## config.mk

```make
export PLATFORM = sky130hd
export DESIGN_NAME = cwf_refill_engine
export DESIGN_NICKNAME = d
export VERILOG_FILES = /design/src/rtl/cwf_pkg.sv /design/src/rtl/cwf_seq.sv /design/src/rtl/cwf_restart.sv /design/src/rtl/cwf_line_match.sv /design/src/rtl/cwf_refill_engine.sv
export SDC_FILE = /design/constraint.sdc
export NUM_CORES = 1
export LEC_CHECK = 0
export BUFFER_PORTS_ARGS = -buffer_cell sky130_fd_sc_hd__buf_2
export CORE_ASPECT_RATIO = 2
export CORE_MARGIN = 1.5
export CORE_UTILIZATION = 48
export DETAILED_ROUTE_END_ITERATION = 6
export MAX_ROUTING_LAYER = met4
export PLACE_DENSITY = 0.91
export SLEW_MARGIN = 25
export SYNTH_ARGS = -nofsm -noshare
export SYNTH_HDL_FRONTEND = slang
export SYNTH_SLANG_ARGS = --single-unit
```

## constraint.sdc

```tcl
create_clock -name clk -period 3.5 [get_ports clk]
set_input_delay 1.05 -clock clk [delete_from_list [all_inputs] [get_ports clk]]
set_output_delay 1.05 -clock clk [all_outputs]
set_load 0.005 [all_outputs]
```

## src/rtl/cwf_pkg.sv

```systemverilog
package cwf_pkg;
  typedef enum logic {
    FS_IDLE = 1'b0,
    FS_FILL = 1'b1
  } fill_state_t;
endpackage

```

## src/rtl/cwf_seq.sv

```systemverilog
// Offset sequencer: counts transfers of one fill and yields base+count mod line size.
module cwf_seq #(
  parameter int OFS_W = 4
) (
  input  logic             clk,
  input  logic             rst_n,
  input  logic             clear,
  input  logic             step,
  input  logic [OFS_W-1:0] base,
  output logic [OFS_W-1:0] idx,
  output logic             done
);
  logic [OFS_W:0] cnt;

  always_ff @(posedge clk or negedge rst_n) begin
    if (!rst_n)               cnt <= '0;
    else if (clear)           cnt <= '0;
    else if (step && !done)   cnt <= cnt + 1'b1;
  end

  assign idx  = base + cnt[OFS_W-1:0];
  assign done = cnt[OFS_W];
endmodule

```

## src/rtl/cwf_restart.sv

```systemverilog
// Registers the critical word and produces the one-cycle early restart pulse.
module cwf_restart #(
  parameter int WORD_W = 32
) (
  input  logic              clk,
  input  logic              rst_n,
  input  logic              fire,
  input  logic [WORD_W-1:0] word_in,
  output logic              pulse,
  output logic [WORD_W-1:0] word_out
);
  always_ff @(posedge clk or negedge rst_n) begin
    if (!rst_n) begin
      pulse    <= 1'b0;
      word_out <= '0;
    end else begin
      pulse <= fire;
      if (fire) word_out <= word_in;
    end
  end
endmodule

```

## src/rtl/cwf_line_match.sv

```systemverilog
// Flags an access that targets the line currently being refilled.
module cwf_line_match #(
  parameter int LINE_W = 26
) (
  input  logic              active,
  input  logic [LINE_W-1:0] fill_line,
  input  logic [LINE_W-1:0] access_line,
  output logic              hit
);
  assign hit = active && (fill_line == access_line);
endmodule

```

## src/rtl/cwf_refill_engine.sv

```systemverilog
module cwf_refill_engine
  import cwf_pkg::*;
#(
  parameter int IDX_W  = 8,
  parameter int TAG_W  = 18,
  parameter int OFS_W  = 4,
  parameter int WORD_W = 32
) (
  input  logic                   clk,
  input  logic                   rst_n,
  input  logic                   miss_valid,
  output logic                   miss_ready,
  input  logic [TAG_W+IDX_W-1:0] miss_line,
  input  logic [OFS_W-1:0]       miss_word,
  output logic                   busy,
  output logic                   mreq_valid,
  input  logic                   mreq_ready,
  output logic [TAG_W+IDX_W+OFS_W-1:0] mreq_addr,
  input  logic                   mrsp_valid,
  output logic                   mrsp_ready,
  input  logic [WORD_W-1:0]      mrsp_data,
  output logic                   arr_we,
  output logic [IDX_W-1:0]       arr_index,
  output logic [OFS_W-1:0]       arr_word,
  output logic [WORD_W-1:0]      arr_wdata,
  output logic                   tag_we,
  output logic [IDX_W-1:0]       tag_index,
  output logic [TAG_W-1:0]       tag_value,
  output logic                   tag_valid,
  output logic                   cpu_restart,
  output logic [WORD_W-1:0]      cpu_data,
  input  logic [TAG_W+IDX_W-1:0] probe_line,
  output logic                   probe_stall
);
  localparam int LINE_W = TAG_W + IDX_W;
  localparam int NSEQ   = 2;   // 0: request side, 1: response side

  fill_state_t       state;
  logic [LINE_W-1:0] line_q;
  logic [OFS_W-1:0]  crit_q;

  logic accept, req_fire, rsp_fire, fill_end;
  logic [NSEQ-1:0]  seq_step, seq_done;
  logic [OFS_W-1:0] seq_idx [NSEQ];

  assign accept   = miss_valid && miss_ready;
  assign req_fire = mreq_valid && mreq_ready;
  assign rsp_fire = mrsp_valid && mrsp_ready;
  assign seq_step = {rsp_fire, req_fire};

  genvar g;
  generate
    for (g = 0; g < NSEQ; g++) begin : g_seq
      cwf_seq #(.OFS_W(OFS_W)) u_seq (
        .clk   (clk),
        .rst_n (rst_n),
        .clear (accept),
        .step  (seq_step[g]),
        .base  (crit_q),
        .idx   (seq_idx[g]),
        .done  (seq_done[g])
      );
    end
  endgenerate

  // All words are in once the response sequencer has counted a full line.
  assign fill_end = (state == FS_FILL) && seq_done[1];

  always_ff @(posedge clk or negedge rst_n) begin
    if (!rst_n) begin
      state  <= FS_IDLE;
      line_q <= '0;
      crit_q <= '0;
    end else begin
      unique case (state)
        FS_IDLE: if (accept) begin
          state  <= FS_FILL;
          line_q <= miss_line;
          crit_q <= miss_word;
        end
        FS_FILL: if (fill_end) state <= FS_IDLE;
        default: state <= FS_IDLE;
      endcase
    end
  end

  assign miss_ready = (state == FS_IDLE);
  assign busy       = (state != FS_IDLE);

  assign mreq_valid = (state == FS_FILL) && !seq_done[0];
  assign mreq_addr  = {line_q, seq_idx[0]};
  assign mrsp_ready = (state == FS_FILL) && !seq_done[1];

  assign arr_we    = rsp_fire;
  assign arr_index = line_q[IDX_W-1:0];
  assign arr_word  = seq_idx[1];
  assign arr_wdata = mrsp_data;

  assign tag_we    = fill_end;
  assign tag_valid = fill_end;
  assign tag_index = line_q[IDX_W-1:0];
  assign tag_value = line_q[LINE_W-1:IDX_W];

  cwf_restart #(.WORD_W(WORD_W)) u_restart (
    .clk      (clk),
    .rst_n    (rst_n),
    .fire     (rsp_fire && (seq_idx[1] == crit_q)),
    .word_in  (mrsp_data),
    .pulse    (cpu_restart),
    .word_out (cpu_data)
  );

  cwf_line_match #(.LINE_W(LINE_W)) u_match (
    .active      (busy),
    .fill_line   (line_q),
    .access_line (probe_line),
    .hit         (probe_stall)
  );
endmodule

```

# Word-level counts from Yosys, hierarchy flattened

Index checks and enable logic that the tools add are counted.

Flip-flop bits (word level): 74
Input port bits: 93
Output and inout bits: 141

Add/sub/neg operators: 4
Equality and inequality tests: 2
Muxes and demuxes: 7
Bitwise operators: 1
Reduce and logical (&&, ||, !) cells: 15

Operators by type and width:

| kind                                        | count |
|---|---|
| equality test 26 bit                        | 1 |
| 2-to-1 mux 5 bit                            | 4 |
| adder 5 x 1 -> 5 bit, second input constant | 2 |
| logical AND 1 bit                           | 10 |
| adder 4 bit                                 | 2 |
| equality test 4 bit                         | 1 |
| nonzero test 2 bit                          | 2 |
| zero test 1 bit                             | 2 |
| 2-to-1 mux 1 bit                            | 2 |
| one-hot mux 1 bit (2 select lines)          | 1 |
| AND reduction 2 bit                         | 1 |
| inverter 1 bit                              | 1 |

# Logic depth before layout (Yosys ltp)

Depth after elaboration: 6
Gate-level depth with buffers: 7
Mapped depth without buffers: 6

# Hierarchy

Synthesis repeated with hierarchy kept, for this count alone.

Cell total of the unflattened synthesis: 316
Area, all modules: 4241.6 um^2

Modules (own cells, without submodules):

| module            | instances | cells an instance | area each (um^2) | seq. area each (um^2) |
|---|---|---|---|---|
| cwf_refill_engine | 1         | 146               | 1883.1           | 775.7 |
| cwf_restart       | 1         | 69                | 1370.1           | 825.8 |
| cwf_seq           | 2         | 33                | 349.1            | 125.1 |
| cwf_line_match    | 1         | 35                | 290.3            | 0.0 |

# Worst setup path before layout

No wires, ideal clock.

Kind: in2out
From: input port probe_line[4]
To: output port probe_stall
Arrival: 1.883 ns
Required time: 2.450 ns
Slack: 0.567 ns
Cell stages on the path: 4
Path buffers: 0
Cell sequence: xor2_1 -> nor4_1 -> nand4_1 -> nor4_1

Word-level cells in the longest chain between the ends: 2

Ends and longest elaborated chain:

| element              | RTL line                | text |
|---|---|---|
| start, declared      | cwf_refill_engine.sv:32 | `input logic [TAG_W+IDX_W-1:0] probe_line,` |
| equality test 26 bit | cwf_line_match.sv:10    | `assign hit = active && (fill_line == access_line);` |
| logical AND 1 bit    | cwf_line_match.sv:10    |  |
| end, declared        | cwf_refill_engine.sv:33 | `output logic probe_stall` |

No other way between the ends.

# Worst setup path in the final report

Same ends and word-level chain as after synthesis.

==> results.toml <==
[critical_path]
setup.worst_path.start = "probe_line[4]"
end_kind = "primary output"
path_cells = "buf_2 > xor2_1 > nor4_2 > buf_4 > nand4_1 > nor4_1 > buf_2"
required_ns = 2.45
crit_fanout = 1
start_kind = "input port"
path_depth = 7
crit_path_end = "probe_stall"
reg2reg_depth = 7
r2r-end = "u_restart.word_out[17]"
regToRegStartpoint = "crit_q[0]"
path_buf_inv = 3
cpPeakStageDelay_ns = 0.34
cp.arrival_ns = 2.40
crit_top_cell = "buf_2"
crit_family = "simple AND/OR/NAND/NOR gates"
regToRegSetupSlack_ns = 0.74
cp_slowest_cell = "nor4_1"
crit_type = "in -> out"

[global_routing]
antenna_found_initial = 0
grtUsageTotal_pct = 20.7
grt_pass1_wl_mm = 13.6
grt-ovfl-total = 0
grt_max_degree = 75
first_global_vias = 2941

[timing]
setup_tns_ns = 0
min_period_ns = 3.45
period_share_pct = 98.7
fin_skew_ns = 0.00804
drv_slew = 0
whs_ns = 0.496
maxSlewHeadroom_pct = 38.3
tightest_slew_ns = 0.925
finalHoldViolCount = 0
fmax_ghz = 0.290
setup_viol = 0
rsz0062_at_grt = "no"

[yosys]
yosysWarnings = 0
yosysUniqueCellTypes = 30
synth_top_flop_cell = "dfrtp_1"
synth_seq_cells = 74
synthArstFlopShare_pct = 100
synth_area_per_cell_um2 = 12.8
ys_seq_area_share_pct = 45.9
synthCells = 315
synth_nets = 418
synth_edf_count = 0
synthesis.area_mm2 = 0.00404

[routing]
drt_iter0_drc = 179
drt-wirelength-per-cell_um = 15.2
vias = 2897
vias_per_cell = 4.90
drcViolationCount = 0
drtAntennaViolNets = 0
dr.pass1.iters = 4
drt-total-wl_mm = 8.96

[floorplan]
die_h_um = 133
rows = 47
core_area_mm2 = 0.00823
io_pins = 234
dieArea_mm2 = 0.00900
start_util_pct = 49.0
die_x_um = 67.8

[pwr]
p_leak_nw = 2.80
irDropWorstVdd_v = 0.000434
power.density_mw_per_mm2 = 992
power_w = 0.00511

[cts]
cts_setup_buffers = 0
cts_tree = "done"
cts_root_buf = "clkbuf_16"
clk_pin_slew_ns = 0.05
cts_made_buffers = 9
ctsHtreeMaxLevel = 3
clockBufferDepth = 2
cts.sinks = 74
clock_latency_ns = 0.33

[final_layout]
antenna_cells = 0
seqCellArea_mm2 = 0.00185
multiInputGateArea_mm2 = 0.00159
drive_gt1_share_pct = 65.1
nFillCells = 633
area_growth_syn_to_layout_pct = 27.7
nets = 591

[placement]
place_hpwl_mm = 7.08
io_buffers = 233
routabilityCongestion = 0.739

[outcome]
outcome = "completed"

[run]
drv_cap = 0

[hold_path]
hold_class = "reg -> reg"
cell usage in the layout, fill, tap and decap left out, types with 4 or more instances in the layout:
cell       synthesis  layout
a21oi_1            4       4
buf_2              2     232
buf_4             67       7
clkbuf_16          0       9
dfrtp_1           74      74
ha_1               8       8
inv_1              7       7
mux2_2            32      32
mux2_4            29      29
nand4_1            5       5
nor2_1            14      14
xnor2_1           18      18
xor2_1            21      21
stage by stage:
| stage | setup slack [ns] | area, um2 | cells | util, % |
|---|---|---|---|---|
| 6_report | 0.0472 | 5150 | 591 | 62.6 |
| 4_1_cts | 0.0193 | 5140 | 591 | 62.5 |
| 5_1_grt | 0.0221 | 5150 | 591 | 62.6 |
| 3_5_place_dp | 0.0198 | 4790 | 575 | 58.2 |
| 3_3_place_gp | 0.0627 | 4790 | 575 | 58.2 |
| 2_1_floorplan | 0.567 | 4040 | 315 | - |
synth_stat cells (all sizes together) (3+ instances only):
library cell	number	area [um2]
nor2	14	52.6
xor2	21	184
nor4	5	31.3
nand2	3	11.3
clkbuf	5	18.8
dfrtp	74	1850
a21oi	4	20.0
xnor2	18	158
mux2	61	796
ha	8	100
inv	7	26.3
nand4	5	31.3
buf	72	573
logic make-up after synthesis:
logic type	share of synthesized area, %
and+or+nand+nor	4.71
xor gates and xnor gates	9.02
buffers and inverters	15.3
DFF	45.9
muxes	20.0
adders and majority gates	3.47
AOI/OAI and AO/OA	1.64
routing by layer:
layer  GRT usage (%)  vias up  share of wire, %
met3            4.68       17               6.5
met2            38.7      161                59
met4            8.56        0               1.9
met1            18.8     1384                33
met5               -        -                 0
li1                -     1335                 -
worst min-delay path by stage:
stage / endpoint / cells past startpoint / startpoint
6_report: u_restart.word_out[11] / 1 / u_restart.word_out[11]
5_1_grt: u_restart.word_out[11] / 1 / u_restart.word_out[11]
4_1_cts: u_restart.word_out[11] / 1 / u_restart.word_out[11]
3_5_place_dp: u_restart.word_out[30] / 1 / u_restart.word_out[30]
3_3_place_gp: u_restart.word_out[10] / 1 / u_restart.word_out[10]
2_1_floorplan: g_seq[0].u_seq.cnt[4] / 2 / g_seq[0].u_seq.cnt[4]
registers in the layout, indices dropped and copies added (netlist names):
| register | count |
|---|---|
| line_q | 26 |
| crit_q | 4 |
| u_restart.word_out | 32 |
| busy | 1 |
| u_restart.pulse | 1 |
| g_seq.u_seq.cnt | 10 |
report_power, final:
part,leakage [nW],internal [W],switching (W)
Combinational,1.73,0.00140,0.000987
Clock,0.169,0.000735,0.000329
Sequential,0.900,0.00128,0.000384
Total,2.80,0.00341,0.00170
area by class of cell:
cell class                      count  share of cell area, %
Clock inverter                      4                   1.89
Tap cell                           98                   2.38
Multi-Input combinational cell    157                   30.8
Inverter                            7                  0.510
Clock buffer                       12                   4.98
Sequential cell                    74                   35.9
Timing Repair Buffer              239                   23.5
what timing repair did:
item	4_1_cts	5_1_grt
hold buffers	0	0
resized for setup	0	2
endpoints found under the setup margin	0	1
Power figures use the tool's default switching activity.
